[src/rtl/poll_pkg.sv]
package poll_pkg;
  typedef enum logic [1:0] {
    RES_NONE    = 2'b00,
    RES_PASS    = 2'b01,
    RES_FAIL    = 2'b10,
    RES_TIMEOUT = 2'b11
  } res_e;

  typedef enum logic [1:0] {
    ST_IDLE  = 2'd0,
    ST_POLL  = 2'd1,
    ST_RECHK = 2'd2,
    ST_FINAL = 2'd3
  } st_e;
endpackage

[src/rtl/poll_rd_port.sv]
module poll_rd_port #(
  parameter int AW = 24
) (
  input  logic          clk,
  input  logic          rst,
  input  logic          go,
  input  logic [AW-1:0] addr_d,
  input  logic          reading,
  input  logic          rd_ack,
  output logic          rd_req,
  output logic [AW-1:0] rd_addr,
  output logic          accept
);
  assign accept = rd_req && rd_ack;

  always_ff @(posedge clk) begin
    if (rst) begin
      rd_req  <= 1'b0;
      rd_addr <= '0;
    end else begin
      if (go) begin
        rd_addr <= addr_d;
        rd_req  <= 1'b1;
      end else if (accept) begin
        rd_req <= 1'b0;
      end else if (reading) begin
        rd_req <= 1'b1;
      end
    end
  end

  p_req_hold_r2: assert property (@(posedge clk) disable iff (rst)
    (rd_req && !rd_ack) |=> (rd_req && $stable(rd_addr)));

  p_req_gap_r2: assert property (@(posedge clk) disable iff (rst)
    (rd_req && rd_ack) |=> !rd_req);
endmodule

[src/rtl/poll_watchdog.sv]
module poll_watchdog #(
  parameter int MAX_POLLS = 1024
) (
  input  logic clk,
  input  logic rst,
  input  logic clear,
  input  logic bump,
  output logic last_poll
);
  localparam int CW = (MAX_POLLS < 2) ? 1 : $clog2(MAX_POLLS);
  localparam logic [CW-1:0] LAST_VAL = CW'(MAX_POLLS - 1);

  logic [CW-1:0] cnt_q;

  assign last_poll = (cnt_q == LAST_VAL);

  always_ff @(posedge clk) begin
    if (rst || clear) begin
      cnt_q <= '0;
    end else if (bump && !last_poll) begin
      cnt_q <= cnt_q + 1'b1;
    end
  end

  p_cnt_bound_r6: assert property (@(posedge clk) disable iff (rst)
    cnt_q <= LAST_VAL);
endmodule

[src/rtl/poll_fsm.sv]
module poll_fsm
  import poll_pkg::*;
#(
  parameter int DW       = 8,
  parameter int STAT_BIT = 7,
  parameter int FLAG_BIT = 5
) (
  input  logic          clk,
  input  logic          rst,
  input  logic          start,
  input  logic [DW-1:0] expect_in,
  input  logic          accept,
  input  logic [DW-1:0] rd_data,
  input  logic          last_poll,
  output logic          go,
  output logic          reading,
  output logic          wd_clear,
  output logic          wd_bump,
  output logic          done,
  output logic          busy,
  output logic [1:0]    result,
  output logic [DW-1:0] data_out
);
  st_e  state_q;
  res_e res_q;
  logic exp_q;
  logic match;
  logic flag;

  assign match    = (rd_data[STAT_BIT] == exp_q);
  assign flag     = rd_data[FLAG_BIT];
  assign go       = (state_q == ST_IDLE) && start;
  assign reading  = (state_q != ST_IDLE);
  assign busy     = reading;
  assign wd_clear = go;
  assign wd_bump  = accept && (state_q == ST_POLL) && !match && !flag;
  assign result   = res_q;

  always_ff @(posedge clk) begin
    if (rst) begin
      state_q  <= ST_IDLE;
      res_q    <= RES_NONE;
      exp_q    <= 1'b0;
      done     <= 1'b0;
      data_out <= '0;
    end else begin
      case (state_q)
        ST_IDLE: begin
          if (go) begin
            state_q  <= ST_POLL;
            exp_q    <= expect_in[STAT_BIT];
            done     <= 1'b0;
            res_q    <= RES_NONE;
            data_out <= '0;
          end
        end
        ST_POLL: begin
          if (accept) begin
            if (match) begin
              state_q <= ST_FINAL;
            end else if (flag) begin
              state_q <= ST_RECHK;
            end else if (last_poll) begin
              state_q  <= ST_IDLE;
              done     <= 1'b1;
              res_q    <= RES_TIMEOUT;
              data_out <= rd_data;
            end
          end
        end
        ST_RECHK: begin
          if (accept) begin
            if (match) begin
              state_q <= ST_FINAL;
            end else begin
              state_q  <= ST_IDLE;
              done     <= 1'b1;
              res_q    <= RES_FAIL;
              data_out <= rd_data;
            end
          end
        end
        default: begin
          if (accept) begin
            state_q  <= ST_IDLE;
            done     <= 1'b1;
            res_q    <= RES_PASS;
            data_out <= rd_data;
          end
        end
      endcase
    end
  end

  p_done_busy_excl_r9: assert property (@(posedge clk) disable iff (rst)
    !(done && busy));

  p_done_hold_r8: assert property (@(posedge clk) disable iff (rst)
    (done && !start) |=> (done && $stable(result) && $stable(data_out)));

  p_start_ignored_r7: assert property (@(posedge clk) disable iff (rst)
    busy |=> $stable(exp_q));

  p_result_code_r3: assert property (@(posedge clk) disable iff (rst)
    done |-> (result != RES_NONE));
endmodule

[src/rtl/flash_done_poller.sv]
module flash_done_poller #(
  parameter int AW        = 24,
  parameter int DW        = 8,
  parameter int MAX_POLLS = 1024,
  parameter int STAT_BIT  = 7,
  parameter int FLAG_BIT  = 5
) (
  input  logic          clk,
  input  logic          rst,
  input  logic          start,
  input  logic [AW-1:0] addr_in,
  input  logic [DW-1:0] expect_in,
  output logic          rd_req,
  output logic [AW-1:0] rd_addr,
  input  logic          rd_ack,
  input  logic [DW-1:0] rd_data,
  output logic          done,
  output logic [1:0]    result,
  output logic [DW-1:0] data_out,
  output logic          busy
);
  logic go;
  logic reading;
  logic accept;
  logic wd_clear;
  logic wd_bump;
  logic last_poll;

  poll_fsm #(
    .DW(DW), .STAT_BIT(STAT_BIT), .FLAG_BIT(FLAG_BIT)
  ) u_fsm (
    .clk(clk), .rst(rst), .start(start), .expect_in(expect_in),
    .accept(accept), .rd_data(rd_data), .last_poll(last_poll),
    .go(go), .reading(reading), .wd_clear(wd_clear), .wd_bump(wd_bump),
    .done(done), .busy(busy), .result(result), .data_out(data_out)
  );

  poll_rd_port #(.AW(AW)) u_port (
    .clk(clk), .rst(rst), .go(go), .addr_d(addr_in), .reading(reading),
    .rd_ack(rd_ack), .rd_req(rd_req), .rd_addr(rd_addr), .accept(accept)
  );

  poll_watchdog #(.MAX_POLLS(MAX_POLLS)) u_wd (
    .clk(clk), .rst(rst), .clear(wd_clear), .bump(wd_bump),
    .last_poll(last_poll)
  );

  p_idle_no_req_r9: assert property (@(posedge clk) disable iff (rst)
    (!busy && !go) |=> !rd_req);
endmodule

[config.mk]
export PLATFORM = sky130hd
export DESIGN_NAME = flash_done_poller
export DESIGN_NICKNAME = d
export VERILOG_FILES = /design/src/rtl/poll_pkg.sv /design/src/rtl/poll_rd_port.sv /design/src/rtl/poll_watchdog.sv /design/src/rtl/poll_fsm.sv /design/src/rtl/flash_done_poller.sv
export SDC_FILE = /design/constraint.sdc
export NUM_CORES = 1
export LEC_CHECK = 0
export BUFFER_PORTS_ARGS = -buffer_cell sky130_fd_sc_hd__clkbuf_2
export CORE_ASPECT_RATIO = 1.4
export CORE_UTILIZATION = 39
export DETAILED_ROUTE_END_ITERATION = 7
export PLACE_DENSITY = 0.66
export SLEW_MARGIN = 20
export SYNTH_ARGS = -nofsm -noshare
export SYNTH_HDL_FRONTEND = slang
export SYNTH_SLANG_ARGS = --single-unit
[constraint.sdc]
create_clock -name clk -period 3.4 [get_ports clk]
set_input_delay 0.85 -clock clk [delete_from_list [all_inputs] [get_ports clk]]
set_output_delay 0.85 -clock clk [all_outputs]
set_load 0.1 [all_outputs]
==> results, run 1 <==
- The post-CTS resize count is 0.
- The cell with the largest stage delay on the worst path is sky130_fd_sc_hd__clkbuf_2.
- The global-route wire length before repair is 7.89 mm.
- By area, the combinational part of the netlist is dominated by simple AND/OR/NAND/NOR gates.
- Registers take approximately 980 um2.
- The vias after detailed routing is 2014.
- STA classifies the critical path startpoint as a flip-flop.
- The worst setup path is captured at an output port.
- For the worst setup path, the data arrival time is 1.86 ns.
- The share of total power dissipated in sequential elements is 0.316.
- The repair_antennas step left the layout with diodes totalling 0.
- After floorplanning, the core was sized to cover around 5200 um2.
- The total overflow left after global routing is 0.
- The portion of total power attributed to combinational logic is 0.540.
- The most repeated library cell on the critical path is sky130_fd_sc_hd__inv_1.
- The number of hold violations in the final report came to 0.
- The critical path goes through inv_1 -> ha_1 -> inv_1 -> clkbuf_2.
- Using the TritonRoute via totals, the vias-per-cell ratio works out to just over 5.
- Compared with the post-synthesis result, the final layout area differs by 24.2%.
- The kind of cell adding the most delay to the critical path is buffers and inverters.
- The largest net degree at the start of global routing is 34.
- Setup violations remaining at the end of the flow were counted as 0.
- In the routed design, unresolved DRC markers number 0.
- The final instance count without filler cells is roughly 390.
- The measured slew at the worst slew-check pin is roughly 0.57 ns.
- The first-pass detailed-route iteration total is 4.
- The starting density of the core is 0.407.
- In the final layout, the multi-input gates occupy 1050 um2.
- The maximum fanout count along the critical path is 11.
- For the worst setup path, the data required time is roughly 2.6 ns.
- The number of global-route vias before repair is 1798.
- The worst setup path is of the flip-flop to output port kind.
- The net count of the finished layout is ~380.
- The global placer's final weighted congestion is ~0.77.
- Input and output buffers added on the ports amount to between 70 and 80.
- The post-synthesis share of cell area spent on and, or, nand and nor gates is 0.219.
- After detailed routing, the average wire length per cell comes to 12.3 um.
- The number of buffer and inverter stages on the critical path is 3.
- Between clock sinks in the finished design, the worst skew comes to 0.00286 ns.
- The tree is rooted in a sky130_fd_sc_hd__clkbuf_8.
- Setup repair after global routing left no endpoint under its margin.
- The clock drives 49 sinks.
- The clock power share is 0.144.
- After the first detailed-routing iteration, the DRC count stood at 52.
- The net count after synthesis is 305.
- The die is slightly below 90 um tall.
- The run finished with clean final reports.
- The cell with the most instances after synthesis is sky130_fd_sc_hd__nand2_1.
- For this design the static power due to leakage is approximately 1.1 nW.
- VDD sags by at most 0.412 mV.
- The sum of routed wire length over all layers is approximately 4.8 mm.
- The total power per unit cell area is around 860 nW/um2.
- The overall fraction of global-route tracks in use is 0.175.
- After clock tree synthesis, the flow added hold-fix buffers numbering 0.
- For this run, the slowest stage of the critical path takes roughly 0.52 ns.
- During I/O placement, the number of pins put on the boundary was 81.
- The number of placed instances, taps included is about 390.
- The post-synthesis compound-gate area fraction is 0.197.
- The synthesized design contains 49 register bits.
- The number of antenna violations at the first check in global routing is 0.
- In this run the post-CTS setup repair buffer count came out at 0.
- The clock-pin slew reported for the worst setup and hold paths after clock tree synthesis is about 0.08 ns.
- The TritonCTS buffer count is 5.
- The routed design could run at a clock period as short as about 2.7 ns.
- The headroom to the max-slew limit is 0.614.
- The count of antenna-violating nets left after detailed routing is 0.
- The site row count is 31.
- The die extent in x is 64.3 um.
- The period utilization is 0.798.
- The summed instance area of the synthesized netlist is ~2100 um2.
- Of the post-synthesis cell area, the dominant cell type holds 0.464.
- Counting distinct cell types in the post-synthesis netlist gives 36.
- The tightest min-delay check is of the flip-flop to flip-flop type.
- The multiplexer area fraction after synthesis is 0.0432.
- Adding up every negative setup slack in the final design gives 0 ns.
- Dividing the synthesized area by the synthesized cell count gives approximately 8.3 um2.
- TritonCTS built the clock tree.
- The switching share of power is 0.531.
- In the synthesized netlist, the number of instances is 256.
- After legalization and detailed placement, the total HPWL measured 3.62 mm.
- The synthesis warning total is 0.
- The commonest register cell after synthesis is sky130_fd_sc_hd__dfxtp_1.
- The later pin in the worst-skew pair is clocked with a latency of approximately 0.30 ns.
- The internal portion of the total power is between 1 and 1.5 mW.
- The worst register-to-register path has a setup slack of approximately 1.0 ns.
- The H-tree generated during clock tree synthesis spans 2 levels.
- Of the synthesized area, sequential elements account for 0.464.
- The proportion of register bits with asynchronous set or reset after synthesis is 0.
- Counting the fill cells in the layout gives 547.
- Across the run, the number of max-cap violations was 0.
- The share of post-route cells with drive strength above 1 is 0.268.
- After synthesis, the cell types taking the most area are sky130_fd_sc_hd__dfxtp_1 46%, sky130_fd_sc_hd__nand2_1 12%, sky130_fd_sc_hd__a21oi_1 9.2%.
- The largest area contributor in the synthesized netlist is sky130_fd_sc_hd__dfxtp_1.
- Of the total synthesized cell area, the portion taken by full adders, half adders and majority gates is 0.0296.
- Of the total synthesized cell area, the portion taken by XOR and XNOR cells is 0.00828.
- The die footprint is between 5000 and 6000 um2.
- The final max-slew violation count came to 0.
- The power dissipated by switching net loads is between 1 and 1.5 mW.
- In this run, synthesis inferred 0 flip-flops with an integrated enable.
- The peak clock frequency supported by timing is 369 MHz.
- The commonest cells after synthesis are 68 x sky130_fd_sc_hd__nand2_1, 49 x sky130_fd_sc_hd__dfxtp_1, 39 x sky130_fd_sc_hd__a21oi_1, 13 x sky130_fd_sc_hd__clkbuf_1, 9 x sky130_fd_sc_hd__o31ai_1.
- The worst-case clock buffer depth is 2.
final cells by class:
type	instances	area share
Tap cell	66	0.0314
Timing Repair Buffer	78	0.153
Clock buffer	7	0.0290
Multi-Input combinational cell	186	0.400
Clock inverter	1	0.00286
Inverter	7	0.0100
Sequential cell	49	0.373
flip-flops by register name (all words and copies together) (netlist names):
register / cells
u_fsm.result: 2
u_fsm.exp_q: 1
u_port.rd_req: 1
u_wd.cnt_q: 10
u_port.rd_addr: 24
u_fsm.done: 1
u_fsm.data_out: 8
u_fsm.state_q: 2
power groups by stage:
stage | Sequential [mW] | Clock [mW] | Combinational, mW
final | 0.717 | 0.326 | 1.23
after detailed placement | 0.732 | 0 | 1.23
after CTS | 0.719 | 0.342 | 1.23
after global routing | 0.730 | 0.366 | 1.30
after global placement | 0.727 | 0 | 1.23
after floorplan | 1.31 | 0 | 0.453
routing by layer:
metal	part of all wire	vias up	global-route usage
met5	0	-	0
met4	0.017	0	0.0727
met3	0.048	6	0.0421
met2	0.51	43	0.316
met1	0.43	929	0.196
li1	-	1036	-
per-stage QoR:
step	power, mW	cell area [um2]	utilization	hold WS, ns	worst slack (ns)
4_1_cts	2.29	2630	0.506	0.462	0.696
3_3_place_gp	1.95	2540	0.490	0.441	1.05
6_report	2.27	2630	0.506	0.457	0.687
2_1_floorplan	1.76	2120	-	0.452	0.758
5_1_grt	2.40	2630	0.506	0.478	0.574
3_5_place_dp	1.96	2540	0.490	0.449	1.03
worst min-delay path: stages, from the launching register on:
cell	delay, ns
sky130_fd_sc_hd__dfxtp_1	0.32
sky130_fd_sc_hd__nand2_1	0.05
sky130_fd_sc_hd__a21oi_1	0.05
cells in the final DEF, fill, tap and decap left out, types with 2 or more instances in the layout:
master,instances
sky130_fd_sc_hd__a21oi_1,39
sky130_fd_sc_hd__a31oi_1,2
sky130_fd_sc_hd__and3_1,3
sky130_fd_sc_hd__buf_4,5
sky130_fd_sc_hd__clkbuf_1,2
sky130_fd_sc_hd__clkbuf_2,73
sky130_fd_sc_hd__clkbuf_8,5
sky130_fd_sc_hd__dfxtp_1,49
sky130_fd_sc_hd__ha_1,5
sky130_fd_sc_hd__inv_1,6
sky130_fd_sc_hd__mux2i_1,8
sky130_fd_sc_hd__nand2_1,68
sky130_fd_sc_hd__nand3_1,3
sky130_fd_sc_hd__nand4_1,4
sky130_fd_sc_hd__nor2_1,4
sky130_fd_sc_hd__nor3_1,2
sky130_fd_sc_hd__o211ai_1,7
sky130_fd_sc_hd__o21ai_0,6
sky130_fd_sc_hd__o31ai_1,9
sky130_fd_sc_hd__or3_1,5
sky130_fd_sc_hd__or4_1,5
path summary, 6_finish.rpt:
check	startpoint	to	cells past startpoint
worst max register to register	u_fsm.state_q[1]	u_fsm.data_out[3]	6
worst min register to register	u_port.rd_addr[21]	u_port.rd_addr[21]	2
worst min-delay path	u_port.rd_addr[21]	u_port.rd_addr[21]	2
worst max-delay path	u_fsm.state_q[0]	busy	4
cells by family (layout without fill, tap and decap cells):
family / Yosys count / after routing
DFF: 49 / 49
and+or+nand+nor: 100 / 100
buffers and inverters: 21 / 93
adders and majority gates: 5 / 5
muxes: 9 / 9
xor gates and xnor gates: 2 / 2
AOI/OAI and AO/OA: 70 / 70
No activity file was read; power rests on OpenSTA's default activity.
==> inputs of run 2 (changes only) <==
==> constraint.sdc (replaced) <==
create_clock -name clk -period 2.8 [get_ports clk]
set_input_delay 0.7 -clock clk [delete_from_list [all_inputs] [get_ports clk]]
set_output_delay 0.7 -clock clk [all_outputs]
set_load 0.1 [all_outputs]
==> results, run 2 (synthesized netlist as in run 1, its figures left out) <==
- The internal power was 1.34 mW (+26%).
- The largest vdd supply drop is 0.484 mV (+17%).
- The final-report setup violation count is 0 (unchanged).
- The measured slew at the worst slew-check pin is 0.567 ns (-0.00702 ns).
- The overall fraction of global-route tracks in use is 0.190 (+0.0146).
- In this run the clock root is driven by a sky130_fd_sc_hd__clkbuf_8.
- The vias after detailed routing came to 2052 (+1.9%).
- The vertical die dimension is 89.2 um (unchanged).
- The worst setup path is launched from a flip-flop.
- The run finished with clean final reports.
- The number of flip-flops under the largest register name is 24 (unchanged).
- The final layout net count came to 379 (+0.80%).
- The via count normalized by instance count is 5.18 (+1.4%).
- The remaining global-route overflow is 0 (unchanged).
- The area growth from synthesis to layout is 25.4%.
- The final instance count without filler cells is 396 (+0.51%).
- The total leakage power is 1.13 nW (+1.9%).
- The total power per unit cell area is 1060 nW/um2 (+23%).
- The final non-filler cell area is 2650 um2 (+0.95%).
- The site row count is 31 (unchanged).
- The register ranked first by flip-flop count is u_port.rd_addr.
- The period utilization is 0.821.
- The number of global-route vias before repair is 1871 (+4.1%).
- The data arrival time of the critical path was 1.60 ns (-0.26 ns).
- The number of maximum-capacitance constraint violations is 0 (unchanged).
- The largest registers in the layout are u_port.rd_addr: 24 flops, u_wd.cnt_q: 10 flops, u_fsm.data_out: 8 flops.
- The number of placed instances, taps included is 389 (+0.78%).
- The library cell used most frequently in the layout, excluding fill and tap cells, is sky130_fd_sc_hd__clkbuf_2.
- The number of top-level pins is 81 (unchanged).
- The smallest hold slack is 0.458 ns (+0.00123 ns).
- The number of DRC markers in iteration 0 came to 61 (+17%).
- The peak clock frequency supported by timing is 435 MHz.
- The post-CTS setup buffer count is 0 (unchanged).
- The hold-fix buffer count after cts is 0 (unchanged).
- The detailed-placement wirelength estimate is 3.68 mm (+1.7%).
- The residual DRC count came to 0 (unchanged).
- The average routed wire per standard cell is 12.9 um (+5.0%).
- The global placer's final weighted congestion is 0.758 (-1.3%).
- The total number of H-tree levels is 2 (unchanged).
- The maximum fanout count along the critical path was 7 (-4).
- The clock period could shrink to ~2.3 ns.
- The critical path is of the flip-flop to output port type.
- TritonCTS built the clock tree.
- The die footprint came to 5730 um2 (unchanged).
- The sum of routed wire length over all layers is 5.11 mm (+5.5%).
- The worst setup path is captured at an output port.
- The number of antenna violations at the first check in global routing is 0 (unchanged).
- The final setup skew is 0.00910 ns (+0.00623 ns).
- The count of filler cells inserted in the layout is 558 (+2.0%).
- The portion of total power attributed to combinational logic is 0.542 (+0.002).
- The worst-case clock buffer depth is 2 (unchanged).
- The final max-slew violation count was 0 (unchanged).
- The clock latency on the worst-skew pair is 0.30 ns (about the same).
- The first-pass detailed-route iteration total is 4 (unchanged).
- The TritonCTS buffer count is 5 (unchanged).
- The core outline area is 5200 um2 (unchanged).
- The starting density of the core is 0.407 (unchanged).
- The tightest min-delay check is of the flip-flop to flip-flop type.
- The count of antenna-violating nets left after detailed routing is 0 (unchanged).
- The endpoint required time on the critical path is 2.10 ns (-0.45 ns).
- The largest net degree at the start of global routing is 34 (unchanged).
- Setup repair after global routing left no endpoint under its margin.
- In the layout the commonest cells are 73 x sky130_fd_sc_hd__clkbuf_2, 68 x sky130_fd_sc_hd__nand2_1, 49 x sky130_fd_sc_hd__dfxtp_1, 39 x sky130_fd_sc_hd__a21oi_1, 9 x sky130_fd_sc_hd__o31ai_1.
- The diode insertion count for antenna repair is 0 (unchanged).
- The final-layout setup total negative slack came to 0 ns (unchanged).
- The share of post-route cells with drive strength above 1 was 0.276 (+0.00746).
- The clock-pin slew reported for the worst setup and hold paths after clock tree synthesis is 0.09 ns (about the same).
- The switching share of power is 0.525 (-0.00603).
- The sequential cell fraction of total power is 0.309 (-0.007).
- The number of buffers added on ports is 73 (unchanged).
- The headroom to the max-slew limit is 0.618 (+0.00412).
- The clock power share was 0.149 (+0.005).
- The global-route wire length before repair came to 8.41 mm (+6.6%).
- The number of hold violations in the final report is 0 (unchanged).
- The power dissipated by switching net loads is 1.48 mW (+23%).
- The total number of clock tree sinks is 49 (unchanged).
- The post-place instance area is 2570 um2 (+0.88%).
- The die extent in x is 64.3 um (unchanged).
- The post-CTS resize count came to 0 (unchanged).
run 2: power groups by stage:
stage	Combinational, mW	Sequential, mW	Clock [mW]
CTS	1.54	0.874	0.432
finish	1.53	0.872	0.421
global placement	1.52	0.885	0
detailed placement	1.53	0.889	0
global route	1.62	0.887	0.469
floorplan	0.550	1.59	0
run 2: worst paths after layout:
path              cells after the start                from  slack, ns                 end
hold / removal                        2  u_port.rd_addr[15]       0.46  u_port.rd_addr[15]
setup / recovery                      4    u_fsm.state_q[0]       0.50                busy
setup reg to reg                      6    u_fsm.state_q[0]       0.56   u_fsm.data_out[7]
hold reg to reg                       2  u_port.rd_addr[15]       0.46  u_port.rd_addr[15]
run 2: per-layer routing:
| layer | global-route usage | vias to the layer above | part of all wire |
|---|---|---|---|
| met2 | 0.333 | 46 | 0.51 |
| met4 | 0.0747 | 0 | 0.014 |
| li1 | - | 1044 | - |
| met3 | 0.0536 | 5 | 0.047 |
| met1 | 0.217 | 957 | 0.43 |
| met5 | 0 | - | 0 |
run 2: worst max-delay path, cell delays in order, from the launching register on:
cell,delay (ns)
sky130_fd_sc_hd__dfxtp_1,0.37
sky130_fd_sc_hd__inv_1,0.08
sky130_fd_sc_hd__ha_1,0.27
sky130_fd_sc_hd__inv_1,0.11
sky130_fd_sc_hd__clkbuf_2,0.46
run 2: cell type report:
class                           instances  area, um2  area share
Tap cell                               66       82.6      0.0311
Clock buffer                            7       86.3      0.0325
Inverter                                7       26.3     0.00990
Sequential cell                        49        981       0.370
Multi-Input combinational cell        186       1050       0.397
Timing Repair Buffer                   81        425       0.160
run 2: per-stage QoR:
stage	util	setup WS, ns	power (mW)
final	0.511	0.501	2.82
after global routing	0.511	0.355	2.98
after CTS	0.511	0.481	2.85
after detailed placement	0.494	0.565	2.42
after global placement	0.494	0.605	2.41
after floorplan	-	0.308	2.14
==> inputs of run 3 (changes only) <==
--- a/config.mk
+++ b/config.mk
@@ -9,7 +9,7 @@
 export CORE_ASPECT_RATIO = 1.4
 export CORE_UTILIZATION = 39
 export DETAILED_ROUTE_END_ITERATION = 7
-export PLACE_DENSITY = 0.66
+export PLACE_DENSITY = 0.69
 export SLEW_MARGIN = 20
 export SYNTH_ARGS = -nofsm -noshare
 export SYNTH_HDL_FRONTEND = slang
==> constraint.sdc (replaced) <==
create_clock -name clk -period 2 [get_ports clk]
set_input_delay 0.5 -clock clk [delete_from_list [all_inputs] [get_ports clk]]
set_output_delay 0.5 -clock clk [all_outputs]
set_load 0.1 [all_outputs]
==> results, run 3 (synthesized netlist as in run 1, its figures left out) <==
- The flow ran to the end, and the final reports show no timing, DRC or antenna violations.
- The die footprint is 5730 um2 (unchanged).
- The global placer's final weighted congestion is 0.890 (+17%).
- The clock-pin slew reported for the worst setup and hold paths after clock tree synthesis was 0.09 ns (about the same).
- The number of flip-flops under the largest register name was 24 (unchanged).
- The via count normalized by instance count is 5.16 (-0.44%).
- The headroom to the max-slew limit came to 0.372 (-0.246).
- The root buffer cell chosen for the clock tree is sky130_fd_sc_hd__clkbuf_8.
- The starting density of the core is 0.407 (unchanged).
- The overall fraction of global-route tracks in use is 0.180 (-0.00928).
- The largest registers in the layout are u_port.rd_addr: 24 flops, u_wd.cnt_q: 10 flops, u_fsm.data_out: 8 flops.
- The TritonCTS clock tree is built.
- The number of DRC markers in iteration 0 is 88 (+44%).
- The average routed wire per standard cell is 12.7 um (-1.5%).
- The vias after detailed routing is 2074 (+1.1%).
- Routed signal wires occupy layers up through met4.
- Setup repair after global routing could not meet its margin everywhere.
- The endpoint required time on the critical path is 2.23 ns (+0.13 ns).
- The data arrival time of the critical path came to 2.20 ns (+0.60 ns).
- The library cell used most frequently in the layout, excluding fill and tap cells, is sky130_fd_sc_hd__clkbuf_2.
- In this run the worst hold path is classified as input port to flip-flop.
- The count of antenna-violating nets left after detailed routing is 0 (unchanged).
- The sum of routed wire length over all layers is 5.11 mm (unchanged).
- The maximum fanout count along the critical path is 4 (-3).
- The total leakage power was 1.18 nW (+4.5%).
- The worst-case clock buffer depth was 2 (unchanged).
- The final max-slew violation count is 0 (unchanged).
- The number of hold violations in the final report is 0 (unchanged).
- The residual DRC count is 0 (unchanged).
- The power consumption was 4.29 mW (+52%).
- The post-place instance area is 2620 um2 (+2.1%).
- The clock latency on the worst-skew pair is 0.30 ns (about the same).
- The number of placed instances, taps included is 392 (+0.77%).
- The type of element launching the critical path is a flip-flop.
- The die extent in x is 64.3 um (unchanged).
- The critical path class is flip-flop to flip-flop.
- The total power per unit cell area came to 1530 nW/um2 (+44%).
- The worst-case reg-to-reg path depth came to 7 (+1).
- The total number of H-tree levels is 2 (unchanged).
- In the layout the commonest cells are 72 x sky130_fd_sc_hd__clkbuf_2, 67 x sky130_fd_sc_hd__nand2_1, 46 x sky130_fd_sc_hd__dfxtp_1, 39 x sky130_fd_sc_hd__a21oi_1, 11 x sky130_fd_sc_hd__buf_4.
- The vertical die dimension is 89.2 um (unchanged).
- The final instance count without filler cells is 402 (+1.5%).
- The measured slew at the worst slew-check pin came to 0.941 ns (+0.374 ns).
- The site row count is 31 (unchanged).
- The number of maximum-capacitance constraint violations is 0 (unchanged).
- The final non-filler cell area is 2800 um2 (+5.5%).
- The final-report setup violation count is 0 (unchanged).
- The detailed-routed wire length on met3 is 227 um (-4.6%).
- The core outline area came to 5200 um2 (unchanged).
- The first-pass detailed-route iteration total is 4 (unchanged).
- The clock period minus final worst setup slack is between 1.5 and 2 ns.
- The diode insertion count for antenna repair is 0 (unchanged).
- The cell depth of the worst hold path is 3 (+1).
- The largest vdd supply drop is 0.668 mV (+38%).
- The worst setup path is captured at a flip-flop.
- Dividing the final minimum period by the clock period gives 0.984.
- The number of top-level pins is 81 (unchanged).
- The post-synthesis to final-layout area growth is 32.3%.
- Derived from the worst setup path, the maximum achievable clock frequency is roughly 500 MHz.
- The largest net degree at the start of global routing came to 27 (-21%).
- The met2 wire length is 2.72 mm (+3.9%).
- The share of post-route cells with drive strength above 1 came to 0.330 (+0.0546).
- The final setup skew is 0.00677 ns (-0.00232 ns).
- The hold-fix buffer count after cts was 0 (unchanged).
- The detailed-placement wirelength estimate is 3.74 mm (+1.5%).
- The register ranked first by flip-flop count is u_port.rd_addr.
- The number of antenna violations at the first check in global routing came to 0 (unchanged).
- The number of buffers added on ports is 73 (unchanged).
- The final layout net count is 384 (+1.3%).
- The TritonCTS buffer count is 5 (unchanged).
- The total number of clock tree sinks is 49 (unchanged).
- The remaining global-route overflow was 0 (unchanged).
- The wire length on met1 is 2.05 mm (-5.9%).
- The number of global-route vias before repair was 1859 (-0.64%).
- The global-route wire length before repair came to 8.03 mm (-4.5%).
-- run 3: per-layer routing --
metal	GRT usage	vias to the layer above
met5	0	-
met4	0.0768	0
met1	0.194	969
met3	0.0434	9
li1	-	1051
met2	0.335	45
-- run 3: timing repair --
item,in CTS,in global routing
gates cloned,0,1
endpoints found under the setup margin,1,19
buffers inserted,0,1
gates resized for setup,0,15
pin swaps,1,4
-- run 3: critical path: stages (launching register included) --
cell and delay [ns]:
sky130_fd_sc_hd__dfxtp_4 0.38, sky130_fd_sc_hd__inv_4 0.04, sky130_fd_sc_hd__ha_2 0.16, sky130_fd_sc_hd__or3b_4 0.40, sky130_fd_sc_hd__a22o_4 0.25, sky130_fd_sc_hd__nor3_4 0.30
sky130_fd_sc_hd__clkbuf_16 0.20, sky130_fd_sc_hd__mux2i_1 0.16
-- run 3: cell type report --
type                       instances  area (um2)
clock inverter                     1        5.00
sequential                        49         987
clock buffer                       7        96.3
timing repair buffer              86         508
inverter                           7        28.8
fill                             511        2400
multi-input combinational        186        1090
tap                               66        82.6
-- run 3: final timing paths --
| path | to | slack [ns] | start |
|---|---|---|---|
| hold / removal | u_fsm.exp_q | 0.41 | expect_in[7] |
| hold reg to reg | u_port.rd_addr[10] | 0.46 | u_port.rd_addr[10] |
| setup / recovery | u_fsm.data_out[0] | 0.03 | u_fsm.state_q[1] |
| setup reg to reg | u_fsm.data_out[0] | 0.03 | u_fsm.state_q[1] |
-- run 3: through the flow --
step                      TNS [ns]   util  setup slack, ns  hold slack, ns
after floorplan                  0      -           0.0129           0.452
after global placement           0  0.504           0.0716           0.441
after detailed placement         0  0.504           0.0175           0.446
after CTS                        0  0.524           0.0169           0.403
after global routing        -0.123  0.539          -0.0352           0.411
final                            0  0.539           0.0315           0.410
-- run 3: power by group --
| group | total, mW | leakage (nW) | internal (mW) | switching (mW) |
|---|---|---|---|---|
| clock | 0.623 | 0.0542 | 0.313 | 0.311 |
| sequential | 1.23 | 0.401 | 1.14 | 0.0960 |
| combinational | 2.43 | 0.727 | 0.695 | 1.74 |
